--- src/rtl/nmi_pkg.sv ---
package nmi_pkg;

  localparam int OFS_PENDING = 0;
  localparam int OFS_ENABLE  = 1;
  localparam int OFS_CLEAR   = 2;

  typedef enum logic [1:0] {
    RD_PENDING = 2'd0,
    RD_ENABLE  = 2'd1,
    RD_ZERO    = 2'd2
  } rdSel_e;

  typedef struct packed {
    logic   enableWr;
    logic   clearWr;
    rdSel_e rdSel;
  } regStrobe_t;

  // Source index to register bit: bit 2 is skipped.
  function automatic int srcBitPos(input int idx);
    return (idx < 2) ? idx : idx + 1;
  endfunction

  function automatic logic [31:0] usedMaskOf(input int numSrc);
    logic [31:0] m;
    m = '0;
    for (int i = 0; i < numSrc; i++) m[srcBitPos(i)] = 1'b1;
    return m;
  endfunction

endpackage

--- src/rtl/nmi_reg_ctrl.sv ---
module nmi_reg_ctrl
  import nmi_pkg::*;
#(
  parameter int ADDR_W = 2
) (
  input  logic              clk,
  input  logic              rst_n,
  input  logic [ADDR_W-1:0] regAddr,
  input  logic              regWr,
  output regStrobe_t        strobe
);

  always_comb begin
    strobe.enableWr = regWr && (regAddr == ADDR_W'(OFS_ENABLE));
    strobe.clearWr  = regWr && (regAddr == ADDR_W'(OFS_CLEAR));
    if (regAddr == ADDR_W'(OFS_PENDING))     strobe.rdSel = RD_PENDING;
    else if (regAddr == ADDR_W'(OFS_ENABLE)) strobe.rdSel = RD_ENABLE;
    else                                     strobe.rdSel = RD_ZERO;
  end

  // a single offset is decoded per access
  p_one_write_r9: assert property (@(posedge clk) disable iff (!rst_n)
    $onehot0({strobe.enableWr, strobe.clearWr}));

  // writes outside offsets 1 and 2 produce no strobe
  p_no_stray_wr_r9: assert property (@(posedge clk) disable iff (!rst_n)
    (regWr && regAddr != ADDR_W'(OFS_ENABLE) && regAddr != ADDR_W'(OFS_CLEAR))
      |-> !(strobe.enableWr || strobe.clearWr));

endmodule

--- src/rtl/nmi_datapath.sv ---
module nmi_datapath
  import nmi_pkg::*;
#(
  parameter int NUM_SRC = 5,
  parameter int DATA_W  = 8,
  localparam int IDX_W  = $clog2(NUM_SRC + 1)
) (
  input  logic               clk,
  input  logic               rst_n,
  input  regStrobe_t         strobe,
  input  logic [DATA_W-1:0]  regWdata,
  input  logic [NUM_SRC-1:0] srcEvent,
  output logic [DATA_W-1:0]  regRdata,
  output logic               nmiReq,
  output logic [IDX_W-1:0]   pendIdx
);

  localparam logic [DATA_W-1:0] USED_MASK = DATA_W'(usedMaskOf(NUM_SRC));

  logic [DATA_W-1:0] pendQ, pendD, enableQ, enableD, evtMap, clrMap, setMap;
  logic              nmiQ;

  // Map event pulses onto the sparse bit layout.
  always_comb begin
    evtMap = '0;
    for (int i = 0; i < NUM_SRC; i++) evtMap[srcBitPos(i)] = srcEvent[i];
  end

  assign clrMap = strobe.clearWr  ? (regWdata & USED_MASK) : '0;
  assign setMap = strobe.enableWr ? (regWdata & USED_MASK) : '0;

  // An event has priority over a clear of the same bit.
  assign pendD   = ((pendQ & ~clrMap) | evtMap) & USED_MASK;
  assign enableD = enableQ | setMap;

  always_ff @(posedge clk) begin
    if (!rst_n) begin
      pendQ   <= '0;
      enableQ <= '0;
      nmiQ    <= 1'b0;
    end else begin
      pendQ   <= pendD;
      enableQ <= enableD;
      nmiQ    <= |(pendD & enableD);
    end
  end

  // Fixed priority: lowest source index wins.
  always_comb begin
    pendIdx = IDX_W'(NUM_SRC);
    for (int i = NUM_SRC - 1; i >= 0; i--) begin
      if (pendQ[srcBitPos(i)]) pendIdx = IDX_W'(i);
    end
  end

  always_comb begin
    case (strobe.rdSel)
      RD_PENDING: regRdata = pendQ;
      RD_ENABLE:  regRdata = enableQ;
      default:    regRdata = '0;
    endcase
  end

  assign nmiReq = nmiQ;

  // request matches the enabled pending set
  p_req_tracks_r7: assert property (@(posedge clk) disable iff (!rst_n)
    nmiReq == |(pendQ & enableQ));

  // enables never drop
  p_enable_sticky_r4: assert property (@(posedge clk) disable iff (!rst_n)
    1'b1 |=> ((~enableQ & $past(enableQ)) == '0));

  // unused positions stay zero
  p_unused_zero_r3: assert property (@(posedge clk) disable iff (!rst_n)
    ((pendQ | enableQ) & ~USED_MASK) == '0);

  // index never beyond "none"
  p_index_range_r8: assert property (@(posedge clk) disable iff (!rst_n)
    pendIdx <= IDX_W'(NUM_SRC));

  for (genvar g = 0; g < NUM_SRC; g++) begin : g_src_chk
    localparam int BP = srcBitPos(g);
    // an event always leaves its bit set
    p_event_sets_r2: assert property (@(posedge clk) disable iff (!rst_n)
      srcEvent[g] |=> pendQ[BP]);
    // clear without a competing event drops the bit
    p_clear_drops_r5: assert property (@(posedge clk) disable iff (!rst_n)
      (strobe.clearWr && regWdata[BP] && !srcEvent[g]) |=> !pendQ[BP]);
  end

endmodule

--- src/rtl/nmi_source_ctrl.sv ---
module nmi_source_ctrl #(
  parameter int NUM_SRC = 5,
  parameter int DATA_W  = 8,
  parameter int ADDR_W  = 2
) (
  input  logic                         clk,
  input  logic                         rst_n,
  input  logic [ADDR_W-1:0]            reg_addr,
  input  logic                         reg_wr,
  input  logic [DATA_W-1:0]            reg_wdata,
  output logic [DATA_W-1:0]            reg_rdata,
  input  logic [NUM_SRC-1:0]           src_event,
  output logic                         nmi_req,
  output logic [$clog2(NUM_SRC+1)-1:0] pend_index
);

  nmi_pkg::regStrobe_t strobe;

  nmi_reg_ctrl #(.ADDR_W(ADDR_W)) ctrl_i (
    .clk     (clk),
    .rst_n   (rst_n),
    .regAddr (reg_addr),
    .regWr   (reg_wr),
    .strobe  (strobe)
  );

  nmi_datapath #(.NUM_SRC(NUM_SRC), .DATA_W(DATA_W)) dp_i (
    .clk      (clk),
    .rst_n    (rst_n),
    .strobe   (strobe),
    .regWdata (reg_wdata),
    .srcEvent (src_event),
    .regRdata (reg_rdata),
    .nmiReq   (nmi_req),
    .pendIdx  (pend_index)
  );

endmodule

--- config.mk ---
export PLATFORM = sky130hd
export DESIGN_NAME = nmi_source_ctrl
export DESIGN_NICKNAME = d
export VERILOG_FILES = /design/src/rtl/nmi_pkg.sv /design/src/rtl/nmi_reg_ctrl.sv /design/src/rtl/nmi_datapath.sv /design/src/rtl/nmi_source_ctrl.sv
export SDC_FILE = /design/constraint.sdc
export NUM_CORES = 1
export LEC_CHECK = 0
export BUFFER_PORTS_ARGS = -buffer_cell sky130_fd_sc_hd__buf_2
export CAP_MARGIN = 20
export CORE_MARGIN = 4
export CORE_UTILIZATION = 49
export DETAILED_ROUTE_END_ITERATION = 12
export HOLD_SLACK_MARGIN = 0.1
export PLACE_DENSITY = 0.82
export SETUP_SLACK_MARGIN = 0.1
export SYNTH_ARGS = -nofsm -noshare
export SYNTH_HDL_FRONTEND = slang
export SYNTH_SLANG_ARGS = --single-unit
--- constraint.sdc ---
create_clock -name clk -period 2.6 [get_ports clk]
set_clock_uncertainty 0.1 [all_clocks]
set_input_delay 0.52 -clock clk [delete_from_list [all_inputs] [get_ports clk]]
set_output_delay 0.52 -clock clk [all_outputs]
set_load 0.005 [all_outputs]
## After elaboration in Yosys (flattened, before gate mapping)

Index checks and enable logic that the tools add are counted.

| storage, ports and cells | value |
|---|---|
| register bits | 14 |
| latch bits | 0 |
| memory bits (writable) | 0 |
| ROM bits | 0 |
| input port bits | 18 |
| output and inout bits | 12 |
| logic and storage cells | 26 |
| memories kept | 0 |

| cells by class | value |
|---|---|
| add/sub/neg operators | 0 |
| multiply operators | 0 |
| div/mod/pow operators | 0 |
| $lt $le $gt $ge | 0 |
| equal/unequal tests | 3 |
| shift operators | 0 |
| mux-type cells | 10 |
| bitwise operators | 5 |
| reductions and logical operators | 5 |

Operators by type and width:

| kind | number |
|---|---|
| $pmux 8 s2 | 1 |
| $mux 3 | 4 |
| $mux 6 | 2 |
| $and 6x8->8 | 1 |
| $or 8x8->8 | 1 |
| $reduce_or 8->1 | 1 |
| $and 6x6->6 | 1 |
| $not 6->6 | 1 |
| $or 6x6->6 | 1 |
| $eq 2x1->1 const B | 2 |
| $logic_not 2->1 | 2 |
| $mux 2 | 2 |
| $eq 2x2->1 const B | 1 |
| $logic_and 1x1->1 | 2 |
| $mux 1 | 1 |

## Logic depth before layout (Yosys ltp)

| logic depth | value |
|---|---|
| word-level depth | 8 |
| mapped depth | 5 |

## Hierarchy

Synthesis repeated with hierarchy kept, for this count alone.

| second synthesis, totals | value |
|---|---|
| cells, all modules | 67 |
| area, all modules | 548.0 um^2 |

By module, submodules not included:

| module | instances | cells each | area an instance (um^2) |
|---|---|---|---|
| nmi_datapath | 1 | 63 | 520.5 |
| nmi_reg_ctrl | 1 | 4 | 27.5 |

## Least setup slack after synthesis

OpenSTA, ideal clock, no wires.

| timing | value |
|---|---|
| path kind | input to output |
| from | input reg_addr[0] |
| to | output reg_rdata[4] |
| arrival | 864 ps |
| required time | 1980 ps |
| path slack | 1116 ps |
| stages on the path | 3 |
| path buffers | 1 |
| cells stage by stage | buf_6 > mux2i_1 > nor2_1 |

| on the way | value |
|---|---|
| cells in the longest elaborated chain, start to end | 5 |
| elaborated cells on any way between the ends | 7 |
| those cells by class | eq/ne (2); mux (3); reduce/logical (2) |

Ends and longest elaborated chain:

| item | line | source |
|---|---|---|
| start, declared | nmi_source_ctrl.sv:8 | `input logic [ADDR_W-1:0] reg_addr,` |
| $eq 2x1->1 | nmi_reg_ctrl.sv:17 | `else if (regAddr == ADDR_W'(OFS_ENABLE)) strobe.rdSel = RD_ENABLE;` |
| $mux 2 | nmi_reg_ctrl.sv:17 |  |
| $mux 2 (*) | nmi_reg_ctrl.sv:16 | `if (regAddr == ADDR_W'(OFS_PENDING)) strobe.rdSel = RD_PENDING;` |
| $eq 2x1->1 / $logic_not 2->1 (equally long branches) | nmi_datapath.sv:57 | `case (strobe.rdSel)` |
| $pmux 8 s2 (*) | nmi_datapath.sv:57 |  |
| end, declared | nmi_source_ctrl.sv:11 | `output logic [DATA_W-1:0] reg_rdata,` |

Mark *: on every way between the ends. The rest lies on a longest branch, timed or not.

## Worst setup path after layout

| timing | value |
|---|---|
| from | input reg_addr[0] |
| to | output reg_rdata[1] |

The elaborated chain is that of the path after synthesis.

==> out/results.ini <==
[global_routing]
grt_pass1_vias=604
grt_use_total=0.179
overflow=0
antenna_found_initial=0
grt_max_degree=18
grt_pass1_wl_um=2640

[clock_tree]
clkLatencyLatePin_ns=0.26
hold_buffers=0
cts_buffers=3
cts_repair_resize_count=0
htree_levels=1
cts.sinks=11
cts_tree=built
cts_root_buf=clkbuf_4
post_cts_buffers=0
cts.path.max_buffers=2
clk_pin_slew_ns=0.07

[detailed_routing]
wire_per_inst_um=13.2
routed_via_density=5.59
finalWirelength_um=1690
drt-initial-drc-count=23
drt_first_pass_iters=4
ant_nets=0
drc=0
vias=715

[floorplan]
rows=13
core_area_um2=1320
die_x_um=45.7
die_h_um=45.7
start_util=0.529
io-pin-count=30
die-area_um2=2090

[yosys]
postSynthAreaPerCell_um2=7.66
ys_async_sr_fraction=0
yosys_warnings=0
ys_types=25
netlist_instances=91
synthFlopType=dfxtp_1
synth_area_leaders=dfxtp_1 (32%), nor2_1 (11%), a21oi_1 (7.9%), mux2i_1 (7.2%), and4bb_2 (5.4%)
post-synth-top-count-cell=nor2_1
synth_top_area_share=0.316
synthTopCellsByCount=nor2_1 (21), a21oi_1 (11), dfxtp_1 (11), nand2_1 (6)
yosys_register_bits=11
synth_top_cell_by_area=dfxtp_1
seq_area_frac_synth=0.316
syn_area_um2=697
synth_edf_count=0

[power_and_ir_drop]
powerDensity_nw_per_um2=476
power.leakage_nw=0.379
fin_total_pwr_uw=388
ir_drop_uv=312

[worst_setup_path]
cp.arrival_ns=1.20
rr_worst_depth=4
setup.worst_path.class=input pin to output pin
end_kind=output pin
startpoint_type=input pin
cp_max_fo=17
crit_required_ns=1.98

[cells_and_area]
antenna_cells=0
utilization=0.619
syn_to_final_growth_pct=17.1
fin_area_um2=816
n_fill_cell=129
instances_no_fill=128
drive_above_1_share=0.310
nets=132

[placement]
pre_cts_slack_ns=0.786
place_area_um2=790
gp_congestion=0.794
hpwl_um=1240
io_buffers=23
dp_cells=124

[sta]
fin_tns_setup_ns=0
hold_ws_ns=0.392
rsz0062_at_grt=false
slew_violations=0
finalSetupViolations=0
min_period_ns=1.82
report.final.hold_viol_count=0
setup_slack_ns=0.777
fmax_mhz=549
fin_crit_sh=0.701

[hold_path]
min_path_type=input pin to flop
hold_depth=3

[run]
max_cap_violations=0

[status]
status=completed

==> layout make-up <==
class                           count  area [um^2]  share of cell area
Inverter                            2         7.51             0.00920
Multi-Input combinational cell     73          428               0.525
Clock buffer                        4         26.3              0.0322
Tap cell                           15         18.8              0.0230
Timing Repair Buffer               23          115               0.141
Sequential cell                    11          220               0.270
==> critical path: stages <==
cell and delay [ns]:
buf_2 0.28, mux2i_1 0.23, nor2_1 0.05, buf_2 0.12
==> state kept, by name, indices dropped and copies added, names as in the netlist <==
register      flops
dp_i.enableQ      5
dp_i.nmiReq       1
dp_i.pendQ        5
==> layer usage <==
metal  routed length [um]  share of wire  vias to the layer above  global-route usage
li1                     -              -                      365                   -
met1                  712           0.42                      306               0.239
met2                  801           0.47                       42               0.265
met3                  166          0.098                        2              0.0474
met4                   11         0.0065                        0              0.0852
met5                    0              0                        -                   0
==> cells in the final DEF, fill, tap and decap left out, types with 2 or more instances in the layout <==
cell type	n
and3_2	3
buf_2	23
o21ai_0	4
nor2_1	21
mux2i_1	5
conb_1	3
and4bb_2	3
a31oi_1	2
clkbuf_4	3
nand2_1	6
inv_1	2
a21oi_1	11
dfxtp_1	11
o22ai_1	5
==> kinds of logic after synthesis <==
logic type / count (synthesis) / synth area share
AND/OR/NAND/NOR: 38 / 0.287
multiplexers: 5 / 0.0718
AO/OA/AOI/OAI: 27 / 0.239
buffers and inverters: 9 / 0.0808
flip-flops: 11 / 0.316
other: 1 / 0.00538
==> path summary, 6_finish.rpt <==
check                                    end  slack, ns                  startpoint
setup / recovery                reg_rdata[1]       0.78                 reg_addr[0]
hold / removal      dp_i.pendQ[4]$_SDFF_PN0_       0.39                src_event[3]
setup reg to reg      dp_i.nmiReq$_SDFF_PN0_       1.37    dp_i.pendQ[4]$_SDFF_PN0_
hold reg to reg   dp_i.enableQ[0]$_SDFF_PN0_       0.43  dp_i.enableQ[0]$_SDFF_PN0_
==> report_power, final <==
group	switching [mW]	internal, mW	total, mW
Combinational	0.0423	0.0387	0.0809
Clock	0.0567	0.0593	0.116
Sequential	0.0126	0.179	0.191
(Power assumes the default switching activity.)
